`src/rtl/wdog_pkg.sv`:
```
package wdog_pkg;

  // Register byte offsets
  localparam int OFF_CTRL   = 'h0;
  localparam int OFF_RELOAD = 'h4;
  localparam int OFF_COUNT  = 'h8;

  // Control word field positions
  localparam int CB_RST_EN  = 0;
  localparam int CB_IRQ_EN  = 2;
  localparam int CB_DIV_LO  = 3;
  localparam int CB_RUN     = 5;
  localparam int CB_PRE_LO  = 8;

  localparam int PRE_W      = 8;
  localparam int SEL_W      = 2;
  localparam int DIV_BASE_LOG = 4;  // smallest fixed division is 2**4

  typedef struct packed {
    logic [PRE_W-1:0] prescale;
    logic             run;
    logic [SEL_W-1:0] div_sel;
    logic             irq_en;
    logic             rst_en;
  } ctrl_t;

  function automatic logic [15:0] ctrl_pack(input ctrl_t c);
    logic [15:0] w;
    w = '0;
    w[CB_PRE_LO +: PRE_W] = c.prescale;
    w[CB_RUN]             = c.run;
    w[CB_DIV_LO +: SEL_W] = c.div_sel;
    w[CB_IRQ_EN]          = c.irq_en;
    w[CB_RST_EN]          = c.rst_en;
    return w;
  endfunction

endpackage

```
`src/rtl/wdog_prescaler.sv`:
```
module wdog_prescaler #(
  parameter int W = 8
) (
  input  logic         clk,
  input  logic         rst_n,
  input  logic         clear,
  input  logic [W-1:0] limit,
  output logic         tick_o
);

  logic [W-1:0] cnt_q, cnt_d;
  logic         hit;

  always_comb begin
    hit = !clear && (cnt_q == limit);
    if (clear || hit) begin
      cnt_d = '0;
    end else begin
      cnt_d = cnt_q + W'(1);
    end
  end

  always_ff @(posedge clk or negedge rst_n) begin
    if (!rst_n) begin
      cnt_q <= '0;
    end else begin
      cnt_q <= cnt_d;
    end
  end

  assign tick_o = hit;


  pre_clear_chk: assert property (@(posedge clk) disable iff (!rst_n)
    clear |=> (cnt_q == '0));


  pre_range_chk: assert property (@(posedge clk) disable iff (!rst_n)
    !clear |-> (cnt_q <= limit));

endmodule

```
`src/rtl/wdog_divider.sv`:
```
module wdog_divider #(
  parameter int SEL_W    = 2,
  parameter int BASE_LOG = 4
) (
  input  logic             clk,
  input  logic             rst_n,
  input  logic             clear,
  input  logic             in_tick,
  input  logic [SEL_W-1:0] sel,
  output logic             tick_o
);

  localparam int CW = BASE_LOG + (1 << SEL_W) - 1;

  logic [CW-1:0] cnt_q, cnt_d, term;
  logic          wrap;

  always_comb begin
    term = CW'((32'd1 << (BASE_LOG + 32'(sel))) - 32'd1);
    wrap = in_tick && (cnt_q == term);
    if (clear || wrap) begin
      cnt_d = '0;
    end else if (in_tick) begin
      cnt_d = cnt_q + CW'(1);
    end else begin
      cnt_d = cnt_q;
    end
  end

  always_ff @(posedge clk or negedge rst_n) begin
    if (!rst_n) begin
      cnt_q <= '0;
    end else begin
      cnt_q <= cnt_d;
    end
  end

  assign tick_o = wrap;


  div_wrap_chk: assert property (@(posedge clk) disable iff (!rst_n)
    tick_o |=> (cnt_q == '0));


  div_hold_chk: assert property (@(posedge clk) disable iff (!rst_n)
    (!in_tick && !clear) |=> $stable(cnt_q));

endmodule

```
`src/rtl/wdog_counter.sv`:
```
module wdog_counter #(
  parameter int             W    = 16,
  parameter logic [W-1:0]   INIT = 16'h8000
) (
  input  logic         clk,
  input  logic         rst_n,
  input  logic         tick,
  input  logic         load,
  input  logic [W-1:0] load_val,
  input  logic [W-1:0] reload_val,
  output logic [W-1:0] count_o,
  output logic         expire_o
);

  logic [W-1:0] cnt_q, cnt_d;
  logic         at_zero, expire;

  always_comb begin
    at_zero = (cnt_q == '0);
    expire  = tick && !load && at_zero;
    if (load) begin
      cnt_d = load_val;
    end else if (expire) begin
      cnt_d = reload_val;
    end else if (tick) begin
      cnt_d = cnt_q - W'(1);
    end else begin
      cnt_d = cnt_q;
    end
  end

  always_ff @(posedge clk or negedge rst_n) begin
    if (!rst_n) begin
      cnt_q <= INIT;
    end else begin
      cnt_q <= cnt_d;
    end
  end

  assign count_o  = cnt_q;
  assign expire_o = expire;


  cnt_reload_chk: assert property (@(posedge clk) disable iff (!rst_n)
    expire_o |=> (cnt_q == $past(reload_val)));


  cnt_step_chk: assert property (@(posedge clk) disable iff (!rst_n)
    (tick && !load && (cnt_q != '0)) |=> (cnt_q == $past(cnt_q) - W'(1)));


  cnt_idle_chk: assert property (@(posedge clk) disable iff (!rst_n)
    (!tick && !load) |=> $stable(cnt_q));

endmodule

```
`src/rtl/wdog_pulse.sv`:
```
module wdog_pulse #(
  parameter int LEN = 1
) (
  input  logic clk,
  input  logic rst_n,
  input  logic fire,
  output logic pulse_o
);

  generate
    if (LEN == 1) begin : g_single
      logic q;
      always_ff @(posedge clk or negedge rst_n) begin
        if (!rst_n) begin
          q <= 1'b0;
        end else begin
          q <= fire;
        end
      end
      assign pulse_o = q;
    end else begin : g_stretch
      localparam int CW = $clog2(LEN + 1);
      logic [CW-1:0] left_q, left_d;
      always_comb begin
        if (fire) begin
          left_d = CW'(LEN);
        end else if (left_q != '0) begin
          left_d = left_q - CW'(1);
        end else begin
          left_d = left_q;
        end
      end
      always_ff @(posedge clk or negedge rst_n) begin
        if (!rst_n) begin
          left_q <= '0;
        end else begin
          left_q <= left_d;
        end
      end
      assign pulse_o = (left_q != '0);


      pulse_hold_chk: assert property (@(posedge clk) disable iff (!rst_n)
        $rose(pulse_o) |=> pulse_o);
    end
  endgenerate

endmodule

```
`src/rtl/wdog_timer.sv`:
```
module wdog_timer
  import wdog_pkg::*;
#(
  parameter int              ADDR_W     = 4,
  parameter int              DATA_W     = 32,
  parameter int              CNT_W      = 16,
  parameter int              RST_LEN    = 8,
  parameter logic [CNT_W-1:0] COUNT_INIT = 16'h8000
) (
  input  logic              clk,
  input  logic              rst_n,
  input  logic [ADDR_W-1:0] bus_addr,
  input  logic              bus_we,
  input  logic [DATA_W-1:0] bus_wdata,
  output logic [DATA_W-1:0] bus_rdata,
  output logic              wd_irq,
  output logic              wd_rst
);

  // Reset: asserted asynchronously, released on the clock
  logic [1:0] rsync_q;
  logic       srst_n;

  always_ff @(posedge clk or negedge rst_n) begin
    if (!rst_n) begin
      rsync_q <= 2'b00;
    end else begin
      rsync_q <= {rsync_q[0], 1'b1};
    end
  end
  assign srst_n = rsync_q[1];

  // Address decode
  logic hit_ctrl, hit_reload, hit_count;
  logic ctrl_wr, reload_wr, count_wr;

  always_comb begin
    hit_ctrl   = (bus_addr == ADDR_W'(OFF_CTRL));
    hit_reload = (bus_addr == ADDR_W'(OFF_RELOAD));
    hit_count  = (bus_addr == ADDR_W'(OFF_COUNT));
    ctrl_wr    = bus_we && hit_ctrl;
    reload_wr  = bus_we && hit_reload;
    count_wr   = bus_we && hit_count;
  end

  // Control register
  ctrl_t ctrl_q, ctrl_d;

  always_comb begin
    ctrl_d = ctrl_q;
    if (ctrl_wr) begin
      ctrl_d.prescale = bus_wdata[CB_PRE_LO +: PRE_W];
      ctrl_d.run      = bus_wdata[CB_RUN];
      ctrl_d.div_sel  = bus_wdata[CB_DIV_LO +: SEL_W];
      ctrl_d.irq_en   = bus_wdata[CB_IRQ_EN];
      ctrl_d.rst_en   = bus_wdata[CB_RST_EN];
    end
  end

  always_ff @(posedge clk or negedge srst_n) begin
    if (!srst_n) begin
      ctrl_q <= '0;
    end else begin
      ctrl_q <= ctrl_d;
    end
  end

  logic wdata_unused;
  assign wdata_unused = ^{bus_wdata[DATA_W-1:16], bus_wdata[7:6], bus_wdata[1]};

  // Reload register
  logic [CNT_W-1:0] reload_q, reload_d;

  always_comb begin
    reload_d = reload_wr ? bus_wdata[CNT_W-1:0] : reload_q;
  end

  always_ff @(posedge clk or negedge srst_n) begin
    if (!srst_n) begin
      reload_q <= COUNT_INIT;
    end else begin
      reload_q <= reload_d;
    end
  end

  // Tick chain
  logic div_clear, pre_tick, cnt_tick;
  assign div_clear = !ctrl_q.run || ctrl_wr;

  wdog_prescaler #(.W(PRE_W)) u_pre (
    .clk    (clk),
    .rst_n  (srst_n),
    .clear  (div_clear),
    .limit  (ctrl_q.prescale),
    .tick_o (pre_tick)
  );

  wdog_divider #(.SEL_W(SEL_W), .BASE_LOG(DIV_BASE_LOG)) u_div (
    .clk     (clk),
    .rst_n   (srst_n),
    .clear   (div_clear),
    .in_tick (pre_tick),
    .sel     (ctrl_q.div_sel),
    .tick_o  (cnt_tick)
  );

  // Down-counter
  logic [CNT_W-1:0] count_val;
  logic             expire;

  wdog_counter #(.W(CNT_W), .INIT(COUNT_INIT)) u_cnt (
    .clk        (clk),
    .rst_n      (srst_n),
    .tick       (cnt_tick),
    .load       (count_wr),
    .load_val   (bus_wdata[CNT_W-1:0]),
    .reload_val (reload_q),
    .count_o    (count_val),
    .expire_o   (expire)
  );

  // Expiry outputs
  logic irq_fire, rst_fire;
  assign irq_fire = expire && ctrl_q.irq_en;
  assign rst_fire = expire && ctrl_q.rst_en;

  wdog_pulse #(.LEN(1)) u_irq (
    .clk     (clk),
    .rst_n   (srst_n),
    .fire    (irq_fire),
    .pulse_o (wd_irq)
  );

  wdog_pulse #(.LEN(RST_LEN)) u_rst (
    .clk     (clk),
    .rst_n   (srst_n),
    .fire    (rst_fire),
    .pulse_o (wd_rst)
  );

  // Read mux
  always_comb begin
    bus_rdata = '0;
    if (hit_ctrl) begin
      bus_rdata = DATA_W'(ctrl_pack(ctrl_q));
    end else if (hit_reload) begin
      bus_rdata = DATA_W'(reload_q);
    end else if (hit_count) begin
      bus_rdata = DATA_W'(count_val);
    end
  end


  kick_load_chk: assert property (@(posedge clk) disable iff (!srst_n)
    count_wr |=> (count_val == $past(bus_wdata[CNT_W-1:0])));


  irq_single_chk: assert property (@(posedge clk) disable iff (!srst_n)
    wd_irq |=> !wd_irq);


  stop_no_rst_chk: assert property (@(posedge clk) disable iff (!srst_n)
    !ctrl_q.run |=> !$rose(wd_rst));


  stop_no_irq_chk: assert property (@(posedge clk) disable iff (!srst_n)
    !ctrl_q.run |=> !wd_irq);


  ctrl_wr_notick_chk: assert property (@(posedge clk) disable iff (!srst_n)
    ctrl_wr |-> !cnt_tick);

endmodule

```
`config.mk`:
```
export PLATFORM = sky130hd
export DESIGN_NAME = wdog_timer
export DESIGN_NICKNAME = d
export VERILOG_FILES = /design/src/rtl/wdog_pkg.sv /design/src/rtl/wdog_prescaler.sv /design/src/rtl/wdog_divider.sv /design/src/rtl/wdog_counter.sv /design/src/rtl/wdog_pulse.sv /design/src/rtl/wdog_timer.sv
export SDC_FILE = /design/constraint.sdc
export NUM_CORES = 1
export LEC_CHECK = 0
export BUFFER_PORTS_ARGS = -buffer_cell sky130_fd_sc_hd__buf_2
export CORE_ASPECT_RATIO = 1.75
export CORE_MARGIN = 2
export CORE_UTILIZATION = 45
export DETAILED_ROUTE_END_ITERATION = 10
export PLACE_DENSITY_LB_ADDON = 0.05
export SYNTH_ARGS = -nofsm -noshare
export SYNTH_HDL_FRONTEND = slang
export SYNTH_SLANG_ARGS = --single-unit
```
`constraint.sdc`:
```
create_clock -name clk -period 2.1 [get_ports clk]
set_clock_uncertainty 0.05 [all_clocks]
set_input_delay 0.21 -clock clk [delete_from_list [all_inputs] [get_ports clk]]
set_output_delay 0.21 -clock clk [all_outputs]
set_load 0.01 [all_outputs]
```
=== Yosys cells after proc, flatten, opt, wreduce, memory -nomap -nowiden ===
Index checks and enable logic that the tools add are counted.

* Flip-flop bits (word level): 67
* Input bits: 39
* Word-level logic and storage cells: 55

* Add/subtract/negate cells: 6
* Equality and inequality tests: 4
* Shift operators: 1
* Multiplexer cells: 11
* Reduce and logical (&&, ||, !) cells: 21

{| class="wikitable"
|+ Operators with widths
! operator !! number
|-
| 16-bit two-way mux || 5
|-
| 32-bit two-way mux || 1
|-
| 1-bit by 32-bit << shifter with 7-bit output (first input constant) || 1
|-
| 16-bit zero test || 1
|-
| 16-bit by 1-bit subtractor with 16-bit output (second input constant) || 1
|-
| 7-bit two-way mux || 2
|-
| 1-bit logical AND || 9
|-
| 8-bit by 1-bit adder with 8-bit output (second input constant) || 1
|-
| 8-bit == test || 1
|-
| 4-bit two-way mux || 2
|-
| 8-bit two-way mux || 1
|-
| 7-bit by 1-bit adder with 7-bit output (second input constant) || 1
|-
| 7-bit == test || 1
|-
| 7-bit by 1-bit subtractor with 7-bit output (second input constant) || 1
|-
| 3-bit by 2-bit adder with 4-bit output (first input constant) || 1
|-
| 4-bit by 3-bit == test with 1-bit output (second input constant) || 1
|-
| 4-bit == test (second input constant) || 1
|-
| 4-bit zero test || 1
|-
| 2-bit nonzero test || 2
|-
| 4-bit nonzero test || 1
|-
| 4-bit by 1-bit subtractor with 4-bit output (second input constant) || 1
|-
| 1-bit zero test || 3
|-
| 1-bit logical OR || 3
|-
| 3-bit nonzero test || 1
|}

=== Longest topological paths before layout ===
* Depth in word-level cells: 10
* Mapped depth: 9

=== Modules after synthesis ===
Synthesis repeated with hierarchy kept, for this count alone.

* Cells, all modules: 406
* Area total of the unflattened synthesis: 4116.4 µm²

{| class="wikitable"
|+ Modules (own cells, without submodules)
! module !! instances !! cells an instance !! area each (µm²)
|-
| wdog_timer || 1 || 155 || 1695.4
|-
| wdog_counter || 1 || 140 || 1213.7
|-
| wdog_prescaler || 1 || 46 || 524.3
|-
| wdog_divider || 1 || 44 || 440.4
|-
| wdog_pulse (u_rst) || 1 || 20 || 217.7
|-
| wdog_pulse (u_irq) || 1 || 1 || 25.0
|}

=== Worst setup path after synthesis ===
No wires, ideal clock.

* Path type: reg-to-reg
* Start point: register ctrl_q[3] (netlist bit)
* End point: register u_cnt.cnt_q[8] (netlist: u_cnt.count_o[8])
* Data arrival time: 1724 ps
* Required time: 1912 ps
* Path slack: 189 ps
* Cell stages (with the launch flop): 8
* Buffers on the path: 1
* Cells stage by stage: dfrtp_1 -> or3_4 -> o32ai_2 -> o21a_2 -> and3_1 -> buf_6 -> mux2i_1 -> a21oi_1

* Longest elaborated chain between the ends: 9

{| class="wikitable"
|+ Ends and longest elaborated chain
! what !! line !! text
|-
| start, declared || wdog_timer.sv:47 || <nowiki>ctrl_t ctrl_q, ctrl_d;</nowiki>
|-
| start signal, assigned || wdog_timer.sv:64 || <nowiki>ctrl_q <= ctrl_d;</nowiki>
|-
| 3-bit by 2-bit adder with 4-bit output * || wdog_divider.sv:19 || <nowiki>term = CW'((32'd1 << (BASE_LOG + 32'(sel))) - 32'd1);</nowiki>
|-
| 1-bit by 32-bit << shifter with 7-bit output * || wdog_divider.sv:19 ||
|-
| 7-bit by 1-bit subtractor with 7-bit output * || wdog_divider.sv:19 ||
|-
| 7-bit == test * || wdog_divider.sv:20 || <nowiki>wrap = in_tick && (cnt_q == term);</nowiki>
|-
| 1-bit logical AND * || wdog_divider.sv:20 ||
|-
| 1-bit logical AND (2 in series) || wdog_counter.sv:20 || <nowiki>expire = tick && !load && at_zero;</nowiki>
|-
| 16-bit two-way mux || wdog_counter.sv:23 || <nowiki>end else if (expire) begin</nowiki>
|-
| 16-bit two-way mux || wdog_counter.sv:21 || <nowiki>if (load) begin</nowiki>
|-
| end signal, assigned || wdog_counter.sv:36 || <nowiki>cnt_q <= cnt_d;</nowiki>
|-
| end, declared || wdog_counter.sv:15 || <nowiki>logic [W-1:0] cnt_q, cnt_d;</nowiki>
|}

Every way passes the cells marked *; elsewhere a longest branch is shown, timed or not.
A chain may end at the register's enable or synchronous reset.

=== Worst setup path after layout ===
* Start point: register ctrl_q[3] (netlist bit)
* End point: register u_cnt.cnt_q[2] (netlist: u_cnt.count_o[2])

The elaborated chain is that of the path after synthesis.

==> summary.txt <==
WHS = 0.04748 ns
HP Class = in -> reg
largest net degree at the start of global routing = 66
crit share post-route = 96.35%
busiest grt layer = met2
vias in the first global route = 3,145
main flop type after synthesis = dfrtp_1
final setup vio count = 0
Hold Path Sink = u_cnt.count_o[7]
post-route insts no fill = 606
clock buffers created by TritonCTS = 9
DR DRC count = 0
WS Path Type = reg -> reg
via count = 3,171
GRT Overall Usage = 21.69%
GP Congestion = 0.8168
Post-synth EDFFs = 0
initial antenna violation count = 0
Vias/cell = 5.233
total grt overflow = 0
synth warn = 0
crit start category = flip-flop
clk slew on worst S/H paths = 0.05 ns
Worst EP arrival = 2.19 ns
commonest non-fill, non-tap cell in the layout = dfrtp_1
Slew Limit Headroom = 59.51%
met1 usage = 26.46%
multi-input logic area = 2150 um^2
first drt pass iteration count = 6
CTS Sinks = 67
DRT Wirelength = 9768 um
Max-cap violations = 0
Detail Placement HPWL = 7119 um
first-pass GRT wire length = 15,520 um
crit path max fanout = 9
FF+latch area = 1680 um^2
clk_lat worst skew = 0.33 ns
Worst-Margin Slew = 0.6058 ns
Starting Density = 46.03%
Async SR Flop Fraction = 100.0%
FF-to-FF Start = ctrl_q[3]
H-tree levels = 3
most frequent cells in the layout = dfrtp_1 (64), nor2_1 (60), buf_2 (40)
crit end category = flip-flop
Core Area = 8615 um^2
Area Growth Syn to Fin = 21.17%
PwrDens = 864.4 nW/um^2
Post-Syn Area = 3965 um^2
Req. time, crit path = 2.27 ns
met2 global-route usage = 37.00%
die width = 74.96 um
M3 GR Usage = 3.381%
Final Slew Violations = 0
Ports = 73
Routed WL per cell = 16.12 um
Synth Instances = 420
Root Buffer Master = clkbuf_16
Hold Crit Depth = 3
Die H = 128.2 um
Max clock buf depth = 2
Detail Route Antenna Nets = 0
Fillers = 806
setup slack, reg-to-reg = 0.08 ns
outcome = finished, final reports clean
Core Rows = 45
placed cell count = 587
CTS tree = done
syn avg cell area = 9.441 um^2
worst r2r path cells = 7
peak supply drop = 485.8 uV
Final Hold Viols = 0
fin crit period = 2.023 ns
share of layout cells above drive strength 1 = 27.61%
register bit count reported by yosys = 67
nets = 530
Iter 0 DRT Violations = 168
sequential fraction of the synthesis area = 42.35%
fmax = 494.2 MHz
Worst R2R End = u_cnt.count_o[2]
RSZ-0062 raised after global routing = yes
die area = 9607 um^2
post-synth cell types = 46
diodes inserted = 0
worst hold start = bus_wdata[7]
PortBufs = 40
static leakage power = 0.002201 uW
-- through the flow --
stage               power, uW  TNS (ns)  area (um^2)  utilization [%]  worst slack [ns]
global route             4392  -0.09663         4805            55.77          -0.03461
floorplan                2360         0         4021                -           0.04968
finish                   4153         0         4805            55.77           0.07666
CTS                      4148         0         4725            54.84           0.04056
detailed placement       2658         0         4428            51.40           0.05477
global placement         2631         0         4428            51.40           0.07636
-- where the power goes --
group	total (uW)	switching [uW]	internal, uW
Clock	1470	528	940
Combinational	925	448	478
Sequential	1760	255	1500
Total	4150	1230	2920
-- sequential cells by signal, indices dropped and copies added, names as in the netlist --
register	cells
reload_q	16
u_div.cnt_q	7
ctrl_q	13
rsync_q	2
u_cnt.count_o	16
u_pre.cnt_q	8
u_rst.g_stretch.left_q	4
u_irq.pulse_o	1
-- worst max-delay path by stage --
stage,cells past startpoint,to,slack (ns),from
floorplan,0,ctrl_q[0],0.05,rsync_q[1]
global placement,7,u_cnt.count_o[1],0.08,ctrl_q[3]
detailed placement,7,u_rst.g_stretch.left_q[2],0.05,u_cnt.count_o[1]
CTS,7,u_cnt.count_o[2],0.04,ctrl_q[3]
global route,6,u_cnt.count_o[9],-0.03,u_cnt.count_o[3]
finish,7,u_cnt.count_o[2],0.08,ctrl_q[3]
-- kinds of logic after synthesis --
| family | count (synthesis) | synth area share, % |
|---|---|---|
| adders and majority gates | 6 | 1.893 |
| other | 2 | 0.1894 |
| buffers and inverters | 44 | 6.311 |
| muxes | 49 | 13.25 |
| and+or+nand+nor | 148 | 18.62 |
| DFF | 67 | 42.35 |
| xor gates and xnor gates | 32 | 7.069 |
| AOI/OAI and AO/OA | 72 | 10.32 |
-- cells in the mapped netlist (5+ instances only) --
cell type | instances | share of area [%]
dfrtp_1 | 65 | 41
nor2_1 | 60 | 5.7
mux2_2 | 28 | 8.0
a21oi_1 | 27 | 3.4
nand2_1 | 26 | 2.5
mux2i_1 | 21 | 5.3
o21ai_0 | 20 | 2.5
buf_4 | 17 | 3.2
xnor2_1 | 17 | 3.8
xor2_1 | 15 | 3.3
nand3_1 | 11 | 1.4
clkbuf_1 | 10 | 0.95
a31oi_1 | 9 | 1.4
inv_1 | 9 | 0.85
nand4_1 | 9 | 1.4
and2_1 | 7 | 1.1
o21ai_1 | 7 | 0.88
ha_1 | 6 | 1.9
and3_1 | 5 | 0.79
buf_2 | 5 | 0.63
nor3_1 | 5 | 0.63
nor4_1 | 5 | 0.79
-- cell type report --
cell class                 instances  area share [%]
sequential                        67           34.97
clock inverter                     3          0.8333
tap                              117           3.047
inverter                           9          0.7031
multi-input combinational        324           44.74
timing repair buffer              74           10.57
clock buffer                      12           5.130
-- per-layer routing --
layer / wire length [um] / share of wire [%]
met5: 0 / 0
met4: 213 / 2.2
met3: 309 / 3.2
met2: 5083 / 52
met1: 4162 / 43
-- worst max-delay path: stages (launching register included) --
cell and delay (ns):
dfrtp_1 0.38, or3_4 0.40, o32ai_4 0.22, o21a_2 0.22, and3_4 0.20, buf_12 0.14, mux2i_2 0.22, o21ai_1 0.08
-- what timing repair did --
action | 4_1_cts | 5_1_grt
setup endpoints to repair | 0 | 15
hold endpoints to repair | 2 | 0
setup buffers | 0 | 3
hold buffers | 1 | 0
gates resized for setup | 0 | 9
Power figures use the tool's default switching activity.
